==> src/rtl/lim_pkg.sv <==
package lim_pkg;
  // Action chosen for the effective volume register on a clock edge
  typedef enum logic [1:0] {
    ACT_HOLD = 2'd0,
    ACT_DOWN = 2'd1,
    ACT_UP   = 2'd2,
    ACT_LOAD = 2'd3
  } step_act_e;
endpackage

==> src/rtl/lim_interval_decode.sv <==
module lim_interval_decode #(
  parameter int ATT_CODE_W    = 3,
  parameter int REL_CODE_W    = 4,
  parameter int REL_BASE_LOG2 = 4,
  parameter int CNT_W         = 20
) (
  input  logic [ATT_CODE_W-1:0] attack_code,
  input  logic [REL_CODE_W-1:0] release_code,
  output logic [CNT_W-1:0]      att_len,
  output logic [CNT_W-1:0]      rel_len,
  output logic [CNT_W-1:0]      hold_len
);
  localparam int REL_BASE = 1 << REL_BASE_LOG2;

  always_comb begin
    // attack: 4^code strobes per step
    att_len  = CNT_W'(1) << {attack_code, 1'b0};
    // release: base * 2^code strobes per step
    rel_len  = CNT_W'(REL_BASE) << release_code;
    // bass hold-off: strictly longer than one release interval
    hold_len = rel_len + CNT_W'(1);
  end
endmodule

==> src/rtl/lim_step_timer.sv <==
module lim_step_timer #(
  parameter int CNT_W = 20
) (
  input  logic             clk,
  input  logic             rst_n,
  input  logic             clr,
  input  logic             stb,
  input  logic             run,
  input  logic [CNT_W-1:0] len,
  output logic             fire
);
  logic [CNT_W-1:0] cnt_q, cnt_d, cnt_inc;
  logic             hit;

  always_comb begin
    cnt_inc = cnt_q + CNT_W'(1);
    hit     = (cnt_inc >= len);
    fire    = stb && run && !clr && hit;
    cnt_d   = cnt_q;
    if (clr) begin
      cnt_d = '0;
    end else if (stb) begin
      if (run) cnt_d = hit ? '0 : cnt_inc;
      else     cnt_d = '0;
    end
  end

  always_ff @(posedge clk or negedge rst_n) begin
    if (!rst_n)    cnt_q <= '0;
    else           cnt_q <= cnt_d;
  end


  idle_hold_chk: assert property (@(posedge clk) disable iff (!rst_n)
    (!stb && !clr) |=> (cnt_q == $past(cnt_q)))
    else $error("timer advanced without strobe");
endmodule

==> src/rtl/lim_gain_tracker.sv <==
module lim_gain_tracker
  import lim_pkg::*;
#(
  parameter int           VOL_W      = 9,
  parameter logic [8:0]   MUTE_CODE  = 9'h040,
  parameter logic [8:0]   RESET_CODE = 9'h0FA
) (
  input  logic             clk,
  input  logic             rst_n,
  input  logic             enable,
  input  logic             stb,
  input  logic [VOL_W-1:0] vol_prog,
  input  logic             dn_tick,
  input  logic             up_tick,
  output logic [VOL_W-1:0] vol_eff
);
  localparam logic [VOL_W-1:0] MUTE_V  = VOL_W'(MUTE_CODE);
  localparam logic [VOL_W-1:0] RESET_V = VOL_W'(RESET_CODE);

  logic [VOL_W-1:0] eff_q, eff_d, ceil_v, load_v;
  step_act_e        act;
  logic             out_of_range;

  always_comb begin
    ceil_v       = (vol_prog < MUTE_V) ? MUTE_V : vol_prog;
    out_of_range = (eff_q > ceil_v) || (eff_q < MUTE_V);
    load_v       = enable ? ceil_v : vol_prog;
    if (!enable || out_of_range)          act = ACT_LOAD;
    else if (dn_tick && eff_q > MUTE_V)   act = ACT_DOWN;
    else if (up_tick && eff_q < ceil_v)   act = ACT_UP;
    else                                  act = ACT_HOLD;
    unique case (act)
      ACT_LOAD: eff_d = load_v;
      ACT_DOWN: eff_d = eff_q - VOL_W'(1);
      ACT_UP:   eff_d = eff_q + VOL_W'(1);
      default:  eff_d = eff_q;
    endcase
  end

  always_ff @(posedge clk or negedge rst_n) begin
    if (!rst_n) eff_q <= RESET_V;
    else        eff_q <= eff_d;
  end

  assign vol_eff = eff_q;


  bypass_follow_chk: assert property (@(posedge clk) disable iff (!rst_n)
    !enable |=> (vol_eff == $past(vol_prog)))
    else $error("bypass did not follow programmed code");


  single_step_chk: assert property (@(posedge clk) disable iff (!rst_n)
    (enable && vol_eff >= MUTE_V && vol_eff <= ceil_v) |=>
      (vol_eff == $past(vol_eff) || vol_eff == $past(vol_eff) + VOL_W'(1) ||
       vol_eff + VOL_W'(1) == $past(vol_eff)))
    else $error("volume jumped more than one code");


  range_chk: assert property (@(posedge clk) disable iff (!rst_n)
    enable |=> (vol_eff >= MUTE_V && vol_eff <= $past(ceil_v)))
    else $error("volume outside legal range");


  no_strobe_still_chk: assert property (@(posedge clk) disable iff (!rst_n)
    (enable && !stb && !out_of_range) |=> $stable(vol_eff))
    else $error("volume moved without strobe");
endmodule

==> src/rtl/lim_bass_guard.sv <==
module lim_bass_guard #(
  parameter int CNT_W = 20
) (
  input  logic             clk,
  input  logic             rst_n,
  input  logic             active,
  input  logic             stb,
  input  logic             bass_clip,
  input  logic [CNT_W-1:0] hold_len,
  input  logic             boost_prog,
  output logic             boost_en
);
  logic kill_q, kill_d, restore;

  lim_step_timer #(.CNT_W(CNT_W)) u_hold (
    .clk  (clk),
    .rst_n(rst_n),
    .clr  (!active),
    .stb  (stb),
    .run  (kill_q && !bass_clip),
    .len  (hold_len),
    .fire (restore)
  );

  always_comb begin
    kill_d = kill_q;
    if (!active)                kill_d = 1'b0;
    else if (stb && bass_clip)  kill_d = 1'b1;
    else if (restore)           kill_d = 1'b0;
  end

  always_ff @(posedge clk or negedge rst_n) begin
    if (!rst_n) kill_q <= 1'b0;
    else        kill_q <= kill_d;
  end

  assign boost_en = boost_prog && !kill_q;


  boost_drop_chk: assert property (@(posedge clk) disable iff (!rst_n)
    (active && stb && bass_clip) |=> !boost_en)
    else $error("boost not dropped on bass clip");


  boost_pass_chk: assert property (@(posedge clk) disable iff (!rst_n)
    !active |=> (boost_en == boost_prog))
    else $error("boost altered while guard inactive");
endmodule

==> src/rtl/gain_limiter_ctrl.sv <==
module gain_limiter_ctrl #(
  parameter int         VOL_W         = 9,
  parameter int         ATT_CODE_W    = 3,
  parameter int         REL_CODE_W    = 4,
  parameter int         REL_BASE_LOG2 = 4,
  parameter logic [8:0] MUTE_CODE     = 9'h040,
  parameter logic [8:0] RESET_CODE    = 9'h0FA
) (
  input  logic                  clk,
  input  logic                  rst_n,
  input  logic                  lim_enable,
  input  logic                  bass_policy,
  input  logic [VOL_W-1:0]      vol_prog,
  input  logic                  bass_boost_prog,
  input  logic [ATT_CODE_W-1:0] attack_code,
  input  logic [REL_CODE_W-1:0] release_code,
  input  logic                  sample_stb,
  input  logic                  vol_clip,
  input  logic                  bass_clip,
  output logic [VOL_W-1:0]      vol_eff,
  output logic                  bass_boost_en
);
  localparam int REL_BITS = REL_BASE_LOG2 + (1 << REL_CODE_W);
  localparam int ATT_BITS = 2 * (1 << ATT_CODE_W) - 1;
  localparam int CNT_W    = (REL_BITS > ATT_BITS) ? REL_BITS : ATT_BITS;

  // reset: asynchronous assert, two-stage synchronous release
  logic rst_s1, rst_s2;
  always_ff @(posedge clk or negedge rst_n) begin
    if (!rst_n) begin
      rst_s1 <= 1'b0;
      rst_s2 <= 1'b0;
    end else begin
      rst_s1 <= 1'b1;
      rst_s2 <= rst_s1;
    end
  end

  logic [CNT_W-1:0] att_len, rel_len, hold_len;
  logic             cut_req, att_fire, rel_fire, guard_on;

  assign cut_req  = vol_clip || (bass_policy && bass_clip);
  assign guard_on = lim_enable && !bass_policy;

  lim_interval_decode #(
    .ATT_CODE_W   (ATT_CODE_W),
    .REL_CODE_W   (REL_CODE_W),
    .REL_BASE_LOG2(REL_BASE_LOG2),
    .CNT_W        (CNT_W)
  ) u_dec (
    .attack_code (attack_code),
    .release_code(release_code),
    .att_len     (att_len),
    .rel_len     (rel_len),
    .hold_len    (hold_len)
  );

  lim_step_timer #(.CNT_W(CNT_W)) u_attack (
    .clk  (clk),
    .rst_n(rst_s2),
    .clr  (!lim_enable),
    .stb  (sample_stb),
    .run  (cut_req),
    .len  (att_len),
    .fire (att_fire)
  );

  lim_step_timer #(.CNT_W(CNT_W)) u_release (
    .clk  (clk),
    .rst_n(rst_s2),
    .clr  (!lim_enable),
    .stb  (sample_stb),
    .run  (!cut_req),
    .len  (rel_len),
    .fire (rel_fire)
  );

  lim_gain_tracker #(
    .VOL_W     (VOL_W),
    .MUTE_CODE (MUTE_CODE),
    .RESET_CODE(RESET_CODE)
  ) u_gain (
    .clk     (clk),
    .rst_n   (rst_s2),
    .enable  (lim_enable),
    .stb     (sample_stb),
    .vol_prog(vol_prog),
    .dn_tick (att_fire),
    .up_tick (rel_fire),
    .vol_eff (vol_eff)
  );

  lim_bass_guard #(.CNT_W(CNT_W)) u_bass (
    .clk       (clk),
    .rst_n     (rst_s2),
    .active    (guard_on),
    .stb       (sample_stb),
    .bass_clip (bass_clip),
    .hold_len  (hold_len),
    .boost_prog(bass_boost_prog),
    .boost_en  (bass_boost_en)
  );


  tick_excl_chk: assert property (@(posedge clk) disable iff (!rst_s2)
    !(att_fire && rel_fire))
    else $error("attack and release ticked together");
endmodule

==> config.mk <==
export PLATFORM = sky130hd
export DESIGN_NAME = gain_limiter_ctrl
export DESIGN_NICKNAME = d
export VERILOG_FILES = /design/src/rtl/lim_pkg.sv /design/src/rtl/lim_interval_decode.sv /design/src/rtl/lim_step_timer.sv /design/src/rtl/lim_gain_tracker.sv /design/src/rtl/lim_bass_guard.sv /design/src/rtl/gain_limiter_ctrl.sv
export SDC_FILE = /design/constraint.sdc
export NUM_CORES = 1
export LEC_CHECK = 0
export CAP_MARGIN = 20
export CORE_UTILIZATION = 60
export CTS_CLUSTER_DIAMETER = 30
export CTS_CLUSTER_SIZE = 40
export DETAILED_ROUTE_END_ITERATION = 8
export PLACE_DENSITY = 0.8
export SETUP_SLACK_MARGIN = 0.4
export SLEW_MARGIN = 30
export SYNTH_ARGS = -nofsm -noshare
export SYNTH_HDL_FRONTEND = slang
export SYNTH_SLANG_ARGS = --single-unit
==> constraint.sdc <==
create_clock -name clk -period 6.4 [get_ports clk]
set_input_delay 0.64 -clock clk [delete_from_list [all_inputs] [get_ports clk]]
set_output_delay 0.64 -clock clk [all_outputs]
set_load 0.02 [all_outputs]
==> results.yml <==
worst_setup_path:
  reg2regPathDepth: 25
  r2r-start: "u_release.cnt_q[0]"
  r2r_end: "u_gain.vol_eff[8]"
  critPathLaunchType: "input pin"
  cpMostUsedCell: "o21a_1"
  crit_arrival_ns: 5.77
  cp_slowest_cell: "or3_1"
  startpoint: "vol_prog[7]"
  path_class: "in -> reg"
  cp_max_fo: 8
  reg2reg_setup_slack_ns: 0.87
  worstSetupEndpointType: "flip-flop"
  slowest_delay_ns: 0.52
  cp_cell_sequence: "clkdlybuf4s50_1, or3_1, nand2_1, ha_1, nor2b_1, o21a_1, o21a_1, o21ai_0, a221oi_1, a211oi_1, o21ai_0, a31oi_1, ha_1, inv_1, fa_1, a21o_1, a21oi_1, nor2b_1, o21a_1, o41a_1, xnor2_1, o21bai_1, o2bb2ai_1"
  worstPathRequired_ns: 6.61
power_and_ir_drop:
  peakVddDrop_v: 0.000345
  power.leakage_uw: 0.00291
  powerDensity_nw_per_um2: 273
placed_design:
  dp_cells: 761
  gp_congestion: 0.876
  dp_hpwl_mm: 9.21
  portBuffers: 33
timing:
  clock.fmax_mhz: 180
  relSlewSlack_pct: 52.9
  finalSetupViolCount: 0
  fin_crit_ns: 5.55
  finalHoldViolations: 0
  rsz0062_at_grt: "no"
  final.setup.tns_ns: 0
  period_share_pct: 86.8
  final_max_slew_viol_count: 0
  clock_skew_ns: 0.0157
  worstMarginPinSlew_ns: 0.704
synthesis:
  synthArstFlopShare_pct: 100
  synth_cells: 627
  ys_types: 69
  synth_nets: 714
  ys_ff_latch: 72
  syn_area_sq_um: 5640
  synth_ff_type: "dfrtp_1"
  avgSynthCellArea_sq_um: 8.99
  yosysSeqAreaShare_pct: 32.1
  yosys_warnings: 0
  synth_edf_count: 0
final_layout:
  nets: 748
  fill_cells: 718
  instances_no_fill: 777
  drive_gt1_share_pct: 7.51
  insertedDiodeCount: 0
  final_common_cell: "nand2_1"
  layout_common_cells: "nand2_1, dfrtp_1, ha_1"
  syn_to_final_growth_pct: 12.4
clock_tree:
  cts_tree: "yes"
  clkTransAtPathRegs_ns: 0.08
  cts.sinks: 72
  htreeDepth: 3
  cts_setup_buffers: 0
  clock_latency_ns: 0.35
  cts-resized-gates: 0
  numCtsBuffers: 9
  clockBufferDepth: 2
  cts-root-buf: "clkbuf_8"
  cts_hold_buf: 0
detailed_routing:
  avgViaCountPerCell: 6.19
  drc: 0
  detail_route.first_pass.iterations: 4
  drt_iter0_markers: 265
  wirelength_mm: 12.6
  num_vias: 4811
  wl_per_cell_um: 16.2
  drtAntennaViolNets: 0
global_routing:
  grt_max_degree: 71
  antenna_found_initial: 0
  grt_usage_pct: 27.2
  overflow: 0
  grt_pass1_vias: 4743
  grt_first_pass_wirelength_mm: 21.5
outcome:
  status: "completed"
floorplan:
  die_h_um: 98.9
  die-area_sq_um: 9790
  start_util_pct: 61.6
  dieWidth_um: 98.9
  core_sq_um: 9150
  rows: 35
  io_pins: 34
job:
  maxCapViolations: 0
min_path:
  worstHoldPathType: "reg -> async"
==> through the flow <==
stage	instance area, sq um	hold slack, ns	worst slack (ns)	total power (uW)	util (%)
after floorplan	5640	0.331	1.50	1070	-
after global placement	6080	0.344	0.795	1240	66.4
after detailed placement	6080	0.347	0.583	1260	66.4
after CTS	6330	0.363	0.911	1730	69.2
after global routing	6340	0.368	0.427	1850	69.3
final	6340	0.352	0.846	1730	69.3
==> cell type report <==
type                       count  area (sq um)  area share [%]
clock inverter                 4          98.8            1.56
tap                          111           139            2.19
sequential                    72          1810            28.6
inverter                      16          60.1           0.947
multi-input combinational    525          3710            58.5
clock buffer                  12           155            2.45
timing repair buffer          37           364            5.74
==> flip-flops by register name, indices dropped and copies added (netlist names) <==
signal,cells
u_attack.cnt_q,20
rst_s2,1
u_bass.kill_q,1
u_gain.vol_eff,9
rst_s1,1
u_bass.u_hold.cnt_q,20
u_release.cnt_q,20
==> critical path: cells and delay by family <==
kind	cells	cell delay (ns)
AOI/OAI and AO/OA	13	2.52
xor gates and xnor gates	1	0.19
adders and majority gates	3	0.95
buffers and inverters	2	0.62
and+or+nand+nor	4	0.86
==> where the power goes <==
part	total [uW]	switching (uW)	internal, uW
logic	714	379	335
registers	557	51.0	506
clock network	461	179	282
total	1730	609	1120
==> kinds of logic (layout without fill, tap and decap cells) <==
family                   count (synthesis)  in the layout  synth area share (%)
AND/OR/NAND/NOR                        251            251                  23.5
AO/OA/AOI/OAI                          158            158                  19.7
flip-flops                              72             72                  32.1
adder cells (fa/ha/maj)                 63             63                  14.1
XOR/XNOR                                45             45                  6.99
buffers and inverters                   30             69                  2.17
multiplexers                             7              7                  1.35
other                                    1              1                0.0665
==> how the worst max path moves through the flow <==
stage / endpoint / slack, ns / cells after the start
finish: u_gain.vol_eff[8] / 0.85 / 23
global route: u_gain.vol_eff[8] / 0.43 / 23
CTS: u_gain.vol_eff[8] / 0.91 / 23
detailed placement: u_gain.vol_eff[8] / 0.58 / 23
global placement: u_gain.vol_eff[8] / 0.79 / 23
floorplan: u_gain.vol_eff[8] / 1.50 / 23
==> synthesized netlist by cell type (4+ instances only) <==
master	instances	area, sq um
a211oi_1	4	30.0
a21o_1	22	165
a21oi_1	28	140
a22o_1	15	131
a31oi_1	5	31.3
a32o_1	13	130
and2_1	7	43.8
and3_1	8	50.1
clkbuf_1	11	41.3
dfrtp_1	66	1650
dfstp_2	6	158
ha_1	62	776
inv_1	16	60.1
mux2_2	5	56.3
nand2_1	75	282
nand2b_1	4	25.0
nand3_1	27	135
nand3b_1	4	30.0
nand4_1	13	81.3
nor2_1	39	146
nor2b_1	13	81.3
nor3_1	18	90.1
nor3b_1	4	30.0
o21a_1	9	67.6
o21ai_0	31	155
o21ai_1	4	20.0
o31ai_1	5	37.5
or2_2	6	37.5
or3_1	10	62.6
xnor2_1	26	228
xor2_1	19	166
==> per-layer routing <==
metal | routed length (um) | GRT usage (%) | up-vias | part of all wire, %
met5 | 0 | 0 | - | 0
met1 | 5840 | 36.6 | 2293 | 47
met3 | 531 | 4.18 | 14 | 4.2
met4 | 112 | 6.89 | 0 | 0.89
li1 | - | - | 2391 | -
met2 | 6080 | 46.1 | 113 | 48
No activity file was read; power rests on OpenSTA's default activity.
